`src/rtl/region_dec_pkg.sv`:
```
package region_dec_pkg;

  // Mode field encoding, decoded by the configuration logic of neighbours
  typedef enum logic [1:0] {
    MODE_OFF   = 2'd0,
    MODE_TOR   = 2'd1,
    MODE_NA4   = 2'd2,
    MODE_NAPOT = 2'd3
  } match_mode_e;

  // Strobes from the control side to the datapath
  typedef struct packed {
    logic load;
    logic useTor;
    logic useNa4;
    logic useNapot;
    logic zeroPrev;
  } dec_ctrl_t;

endpackage

```
`src/rtl/region_dec_ctrl.sv`:
```
module region_dec_ctrl
  import region_dec_pkg::*;
(
  input  logic        updStb,
  input  logic [1:0]  mode,
  input  logic        firstEntry,
  output dec_ctrl_t   ctrlOut
);

  match_mode_e modeE;

  always_comb begin
    modeE            = match_mode_e'(mode);
    ctrlOut          = '0;
    ctrlOut.load     = updStb;
    ctrlOut.zeroPrev = firstEntry;
    unique case (modeE)
      MODE_TOR:   ctrlOut.useTor   = 1'b1;
      MODE_NA4:   ctrlOut.useNa4   = 1'b1;
      MODE_NAPOT: ctrlOut.useNapot = 1'b1;
      default:    ;
    endcase
  end

endmodule

```
`src/rtl/region_dec_path.sv`:
```
module region_dec_path
  import region_dec_pkg::*;
#(
  parameter int REG_W = 32
) (
  input  logic                clk,
  input  logic                rstN,
  input  dec_ctrl_t           ctrlIn,
  input  logic [REG_W-1:0]    curAddr,
  input  logic [REG_W-1:0]    prevAddr,
  output logic [REG_W+1:0]    rangeStart,
  output logic [REG_W+1:0]    rangeEnd
);

  localparam int BYTE_W = REG_W + 2;
  localparam int CNT_W  = $clog2(REG_W + 1);

  logic [BYTE_W-1:0] curByte, prevByte;
  logic [BYTE_W-1:0] napMask, napStart, napEnd;
  logic [BYTE_W-1:0] nextStart, nextEnd;
  logic [CNT_W-1:0]  onesCnt;
  logic              allOnes;

  assign curByte  = {curAddr, 2'b00};
  assign prevByte = ctrlIn.zeroPrev ? '0 : {prevAddr, 2'b00};
  assign allOnes  = &curAddr;

  // Priority encoder: count of trailing ones in the address register
  always_comb begin
    logic seenZero;
    seenZero = 1'b0;
    onesCnt  = '0;
    for (int i = 0; i < REG_W; i++) begin
      if (!seenZero && curAddr[i]) onesCnt = onesCnt + 1'b1;
      else seenZero = 1'b1;
    end
  end

  // Byte-level mask of the region size: bits below onesCnt+3
  for (genvar b = 0; b < BYTE_W; b++) begin : g_mask
    assign napMask[b] = (b < (int'(onesCnt) + 3));
  end

  assign napStart = allOnes ? '0 : (curByte & ~napMask);
  assign napEnd   = allOnes ? '1 : (napStart | napMask);

  always_comb begin
    nextStart = '0;
    nextEnd   = '1;
    if (ctrlIn.useTor) begin
      nextStart = prevByte;
      nextEnd   = curByte - 1'b1;
    end else if (ctrlIn.useNa4) begin
      nextStart = curByte;
      nextEnd   = curByte + BYTE_W'(3);
    end else if (ctrlIn.useNapot) begin
      nextStart = napStart;
      nextEnd   = napEnd;
    end
  end

  always_ff @(posedge clk or negedge rstN) begin
    if (!rstN) begin
      rangeStart <= '0;
      rangeEnd   <= '0;
    end else if (ctrlIn.load) begin
      rangeStart <= nextStart;
      rangeEnd   <= nextEnd;
    end
  end

  logic [BYTE_W-1:0] spanM1;
  assign spanM1 = rangeEnd - rangeStart;


  hold_without_strobe_chk: assert property (@(posedge clk) disable iff (!rstN)
    !ctrlIn.load |=> ($stable(rangeStart) && $stable(rangeEnd)));


  off_full_span_chk: assert property (@(posedge clk) disable iff (!rstN)
    (ctrlIn.load && !ctrlIn.useTor && !ctrlIn.useNa4 && !ctrlIn.useNapot)
      |=> (rangeStart == '0 && rangeEnd == '1));


  first_tor_zero_chk: assert property (@(posedge clk) disable iff (!rstN)
    (ctrlIn.load && ctrlIn.useTor && ctrlIn.zeroPrev) |=> (rangeStart == '0));


  na4_width_chk: assert property (@(posedge clk) disable iff (!rstN)
    (ctrlIn.load && ctrlIn.useNa4) |=> (spanM1 == BYTE_W'(3)));


  napot_aligned_chk: assert property (@(posedge clk) disable iff (!rstN)
    (ctrlIn.load && ctrlIn.useNapot)
      |=> (((spanM1 + 1'b1) & spanM1) == '0 && (rangeStart & spanM1) == '0
           && spanM1 >= BYTE_W'(7)));

endmodule

```
`src/rtl/region_dec.sv`:
```
module region_dec
  import region_dec_pkg::*;
#(
  parameter int REG_W = 32
) (
  input  logic               clk,
  input  logic               rstN,
  input  logic               updStb,
  input  logic [1:0]         mode,
  input  logic               firstEntry,
  input  logic [REG_W-1:0]   curAddr,
  input  logic [REG_W-1:0]   prevAddr,
  output logic [REG_W+1:0]   rangeStart,
  output logic [REG_W+1:0]   rangeEnd
);

  dec_ctrl_t ctrlBus;

  region_dec_ctrl u_ctrl (
    .updStb     (updStb),
    .mode       (mode),
    .firstEntry (firstEntry),
    .ctrlOut    (ctrlBus)
  );

  region_dec_path #(.REG_W(REG_W)) u_path (
    .clk        (clk),
    .rstN       (rstN),
    .ctrlIn     (ctrlBus),
    .curAddr    (curAddr),
    .prevAddr   (prevAddr),
    .rangeStart (rangeStart),
    .rangeEnd   (rangeEnd)
  );

endmodule

```
`config.mk`:
```
export PLATFORM = sky130hd
export DESIGN_NAME = region_dec
export DESIGN_NICKNAME = d
export VERILOG_FILES = /design/src/rtl/region_dec_pkg.sv /design/src/rtl/region_dec_ctrl.sv /design/src/rtl/region_dec_path.sv /design/src/rtl/region_dec.sv
export SDC_FILE = /design/constraint.sdc
export NUM_CORES = 1
export LEC_CHECK = 0
export ABC_CLOCK_PERIOD_IN_PS = 1200
export BUFFER_PORTS_ARGS = -buffer_cell sky130_fd_sc_hd__buf_2
export CAP_MARGIN = 20
export CELL_PAD_IN_SITES_DETAIL_PLACEMENT = 1
export CELL_PAD_IN_SITES_GLOBAL_PLACEMENT = 2
export CORE_UTILIZATION = 25
export DETAILED_ROUTE_END_ITERATION = 6
export GPL_TIMING_DRIVEN = 0
export PLACE_DENSITY_LB_ADDON = 0.1
export SLEW_MARGIN = 20
export SYNTH_ARGS = -nofsm -noshare
export SYNTH_HDL_FRONTEND = slang
export SYNTH_SLANG_ARGS = --single-unit
```
`constraint.sdc`:
```
create_clock -name clk -period 1.2 [get_ports clk]
set_clock_uncertainty 0.1 [all_clocks]
set_input_delay 0.3 -clock clk [delete_from_list [all_inputs] [get_ports clk]]
set_output_delay 0.3 -clock clk [all_outputs]
set_load 0.05 [all_outputs]
```
# Yosys cells after proc, flatten, opt, wreduce, memory -nomap -nowiden
# Index checks and enable logic that the tools add are counted.
totals:
  regBits: 68
  in_bits: 70
  out_inout_bits: 68
  elab_cells: 213
classes:
  n_addsub: 34
  magnitude_cmp: 34
  n_eq_ne: 3
  muxes: 75
  n_bitwise: 3
  n_reduce_logical: 62
ops:
  columns: ["op", "count"]
  rows:
  - ["6-bit by 32-bit less-than comparator with 1-bit output (first input constant)", 16]
  - ["34-bit two-way mux", 9]
  - ["5-bit by 32-bit less-than comparator with 1-bit output (first input constant)", 8]
  - ["6-bit by 1-bit adder with 6-bit output (second input constant)", 31]
  - ["6-bit two-way mux", 31]
  - ["4-bit by 32-bit less-than comparator with 1-bit output (first input constant)", 4]
  - ["3-bit by 32-bit less-than comparator with 1-bit output (first input constant)", 2]
  - ["7-bit by 32-bit less-than comparator with 1-bit output (first input constant)", 2]
  - ["1-bit two-way mux", 35]
  - ["34-bit by 2-bit adder with 34-bit output (second input constant)", 1]
  - ["34-bit AND", 1]
  - ["34-bit NOT", 1]
  - ["34-bit bitwise OR", 1]
  - ["34-bit by 1-bit subtractor with 34-bit output (second input constant)", 1]
  - ["1-bit by 32-bit less-than comparator with 1-bit output (first input constant)", 1]
  - ["2-bit by 32-bit less-than comparator with 1-bit output (first input constant)", 1]
  - ["32-bit AND reduction", 1]
  - ["1-bit logical AND", 31]
  - ["1-bit logical NOT", 30]
  - ["6-bit by 2-bit adder with 7-bit output (second input constant)", 1]
  - ["2-bit equality test (second input constant)", 2]
  - ["2-bit by 1-bit equality test with 1-bit output (second input constant)", 1]

# Longest topological paths before layout
depth:
  word_depth: 102
  ltp_mapped: 109
  depth_no_buf: 106

# Cells and area by module
# Synthesis repeated with hierarchy kept, for this count alone.
hier_totals:
  cells_unflattened: 1311
  area_unflattened_um2: 9695.5
by_module_without_submodules:
  columns: ["mod", "n_inst", "cells_each", "area_each_um2", "seq_area_each_um2"]
  rows:
  - ["region_dec_path", 1, 1306, 9658.0, 1651.6]
  - ["region_dec_ctrl", 1, 5, 37.5, 0.0]

# Worst setup path before layout
# OpenSTA, ideal clock, no wires.
synth_timing:
  path_type: "input -> register"
  startpoint: "input curAddr[0]"
  endpoint: "register u_path.rangeEnd[28]"
  setup_time_ns: 0.121
  arrival_time_ns: 19.750
  required_ns: 0.979
  path_slack_ns: -18.771
  stages: 106
  n_path_buf: 1
  cell_sequence: "ha_1 > nand2_1 > xnor2_1 > ha_1 > nor2_1 > nor2_1 > ha_1 > mux2i_1 > a21oi_1 > ha_1 > mux2_2 > ha_1 > mux2_2 > o21ai_0 > nor2_1 > ha_1 > nand2_1 > nand2_1 > [... 70 more ...] > nand2_1 > nand2_1 > ha_1 > mux2i_1 > o21ai_0 > ha_1 > nor2_1 > a211oi_1 > a21oi_1 > ha_1 > nor2b_1 > nand2b_1 > clkbuf_2 > nor3_1 > o211ai_4 > and2b_4 > a221o_1 > a22o_1"
synth_between:
  elab_chain_cells: 102
  elab_cells_between_ends: 168
  cone_classes: "34 x add/sub; 1 x order compare; 68 x mux; 3 x bitwise; 62 x reduce/logical"
synth_lines:
  columns: ["element", "line", "source"]
  rows:
  - ["from (decl)", "region_dec.sv:11", "input logic [REG_W-1:0] curAddr,"]
  - ["branches (longest 101 deep; another with 6-bit by 1-bit adder with 6-bit output)", null, null]
  - ["34-bit two-way mux *", "region_dec_path.sv:50", "if (ctrlIn.useTor) begin"]
  - ["to (signal assigned)", "region_dec_path.sv:68", "rangeEnd <= nextEnd;"]
  - ["to (decl)", "region_dec_path.sv:12", "output logic [REG_W+1:0] rangeEnd"]
# Every way passes the cells marked *.
# A chain may end at the register's enable or synchronous reset.

# Final worst setup path
layout_timing:
  startpoint: "input curAddr[1]"
  endpoint: "register u_path.rangeEnd[30]"
layout_between:
  elab_chain_cells: 102
  elab_cells_between_ends: 165
  cone_classes: "33 x add/sub; 1 x order compare; 66 x mux; 3 x bitwise; 62 x reduce/logical"
layout_lines:
  columns: ["element", "line"]
  rows:
  - ["branches (longest 101 deep; another with 6-bit by 1-bit adder with 6-bit output)", null]
  - ["34-bit two-way mux *", "region_dec_path.sv:50"]
# Marks and branches as above.

==> flow_summary.yaml <==
synthesis:
  syn_area_per_cell_sq_um: 7.815
  synth-edff-count: 0
  synth.distinct_cells: 112
  synthFlopType: "dfrtp_1"
  syn_inst: 1297
  ys_seq_area_share_pct: 16.29
  syn_area_sq_mm: 0.01014
  async_flop_share_pct: 100.0
  ys_warn_count: 0
  ys_ff_latch: 66
clock_network:
  clk_pin_slew_worst_paths_ns: 0.06
  cts_tree: "done"
  clock_sinks: 66
  clockRootBuffer: "clkbuf_16"
  insertion_delay_ns: 0.35
  htreeDepth: 3
  cts.path.max_buffers: 2
  numCtsBuffers: 9
floorplanning:
  die-width_microns: 203.4
  core_area_sq_mm: 0.03982
  ios: 138
  die_area_sq_mm: 0.04135
  rows: 73
  initial_utilization_pct: 25.45
  die_y_microns: 203.4
setup_path:
  end_kind: "flop"
  crit_fanout: 6
  critical-path-top-delay-family: "adder cells"
  reg2reg_to: "u_path.rangeStart[19]"
  reg2reg_setup_slack_ns: 0.06
  cp_num_buf_inv: 4
  r2r_cells: 2
  reg2reg_from: "u_path.rangeStart[19]"
  crit_top_cell: "ha_4"
  critPathArrivalTime_ns: 19.11
  startpoint_type: "input port"
  criticalPathCategory: "in2reg"
  critPathSlowestCell: "a2111oi_2"
  slowest_delay_ns: 0.35
  cp.required_ns: 1.34
global_routing:
  gr-total-overflow: 0
  grt_max_degree: 50
  antenna_found_initial: 1
  grt_pass1_vias: 11390
  grt_use_total_pct: 22.56
  grt_pass1_wl_mm: 71.23
drt:
  wl_met2_mm: 23.52
  dr.pass1.iters: 4
  drcViolationCount: 0
  drt_iter0_drc: 537
  vias: 11219
  drt-total-wl_mm: 47.78
  drt-met1-wl_mm: 22.84
  wl_met3_microns: 995
  drt-vias-per-instance: 5.350
  detail-route-antenna-nets: 0
  routed.top_layer: "met4"
  wl_per_cell_microns: 22.78
timing:
  rsz0062_at_grt: "yes"
  hold_viol_final: 0
  finalMaxSlewViolations: 0
  slew_headroom_pct: 35.49
  tightestPinTransition_ns: 0.9625
  fmax_ghz: 0.05272
  setup_slack_ns: -17.77
  min_period_ns: 18.97
  finalCritPeriodShare_pct: 1581
  setup_viol: 132
placement:
  io_buffers: 128
  post-dp-hpwl_mm: 37.32
  gp_congestion: 0.8559
  placed_area_sq_mm: 0.01188
final_layout:
  mostFrequentLayoutCells: "171 x nand2_1, 116 x buf_4, 85 x nor2_1"
  drive_above_1_share_pct: 34.05
  syn2layout_area_growth_pct: 44.28
  fillers: 4756
  final_cell_area_sq_mm: 0.01462
  layout.nets: 1671
  layout_commonest_cell: "nand2_1"
hold_path:
  whs_path_depth: 2
  holdPathEnd: "u_path.rangeStart[20]"
  hp-start: "prevAddr[18]"
  hold_class: "in2reg"
flow_run:
  max_cap_viol_count: 0
pwr:
  p_per_area_mw_per_mm2: 699.0
  vdd_drop_max_mv: 0.5522
  finalPower_uw: 10220
  leakage_uw: 0.005727
status:
  status: "finished, violations left"
  violations: "setup timing"
kinds of logic (layout without fill, tap and decap cells):
group	after synthesis	in the layout	share of synthesized area, %
simple gates	566	566	28.48
compound gates	339	339	23.66
xor+xnor	143	143	18.15
buf+inv	104	377	4.345
flops	66	66	16.29
mux	43	43	4.715
fa+ha+maj	35	35	4.320
other cells	1	3	0.03700
per-stage QoR:
stage	std cells	hold slack, ns	setup TNS, ns	utilization (%)	setup slack [ns]
2_1_floorplan	1298	-0.09559	-1119.73	-	-17.11
3_5_place_dp	1953	0.1217	-1307.66	29.82	-20.13
5_1_grt	2097	0.07097	-1226.06	36.72	-18.59
3_3_place_gp	1951	0.3612	-1356.72	29.72	-20.05
6_report	2097	0.07724	-1169.31	36.72	-17.77
4_1_cts	2017	0.06416	-1175.62	33.26	-17.80
routing by layer:
metal  vias up  GRT usage, %
li1       5308             -
met2       163         38.74
met5         -             0
met4         0         3.222
met1      5724         31.24
met3        24         1.822
how the worst max path moves through the flow:
stage	slack [ns]	to	cells after the start	from
finish	-17.77	u_path.rangeEnd[30]	108	curAddr[1]
global route	-18.59	u_path.rangeEnd[30]	108	curAddr[1]
CTS	-17.80	u_path.rangeEnd[30]	109	curAddr[1]
detailed placement	-20.13	u_path.rangeEnd[29]	105	curAddr[1]
global placement	-20.05	u_path.rangeEnd[29]	105	curAddr[1]
floorplan	-17.11	u_path.rangeStart[22]	109	curAddr[1]
flip-flops by register name (all words and copies together) (netlist names):
name	flops
u_path.rangeStart	32
u_path.rangeEnd	34
power by group:
part	internal, uW	switching (uW)	total, uW	leakage [uW]
clock	1630	1170	2800	0.000140
sequential	2460	211	2670	0.000780
combinational	1920	2830	4750	0.00481
total	6010	4210	10200	0.00573
synthesized netlist by cell type (7+ instances only):
master	n	area, sq um
o22ai_1	7	43.79
xnor3_2	8	190.2
or2_2	7	43.79
buf_4	8	60.06
or4_1	8	60.06
xnor2_2	11	178.9
o31ai_1	9	67.56
ha_1	35	437.9
o2bb2ai_1	15	131.4
o211ai_1	15	112.6
xor2_1	34	297.8
xnor2_1	63	551.8
a31oi_1	18	112.6
mux2i_1	23	230.2
nand3_1	51	255.2
nand2_1	189	709.4
a221o_1	10	100.1
or3_1	16	100.1
mux2_2	14	157.7
and3_1	13	81.33
clkbuf_1	49	183.9
and4_1	7	61.31
nand4_1	18	112.6
a21o_1	12	90.09
dfrtp_1	66	1652
and2_1	15	93.84
nor4_1	14	87.58
o21ai_1	13	65.06
nor2_1	98	367.9
a211oi_1	14	105.1
xnor3_1	20	450.4
nor3_1	41	205.2
buf_2	9	45.04
nor2b_1	14	87.58
a22oi_1	10	75.07
nand2b_1	18	112.6
a21oi_1	60	300.3
nor3b_1	16	120.1
inv_1	29	108.9
o21ai_0	70	350.3
timing repair:
item / CTS / global route
hold endpoints to repair: 17 / 0
setup endpoints to repair: 132 / 132
cloned: 0 / 1
resized for setup: 156 / 213
setup buffers: 47 / 80
hold buffers: 1 / 0
pin swaps: 61 / 97
area by class of cell:
| type | count | area (sq um) | share of cell area (%) |
|---|---|---|---|
| Buffer | 69 | 334.1 | 2.284 |
| Inverter | 33 | 141.4 | 0.9668 |
| Clock buffer | 9 | 225.2 | 1.540 |
| Tap cell | 525 | 656.9 | 4.492 |
| Timing Repair Buffer | 259 | 2250 | 15.38 |
| Clock inverter | 7 | 77.57 | 0.5305 |
| Sequential cell | 66 | 1658 | 11.34 |
| Antenna cell | 1 | 2.502 | 0.01711 |
| Multi-Input combinational cell | 1128 | 9279 | 63.45 |
No activity file was read; power rests on OpenSTA's default activity.
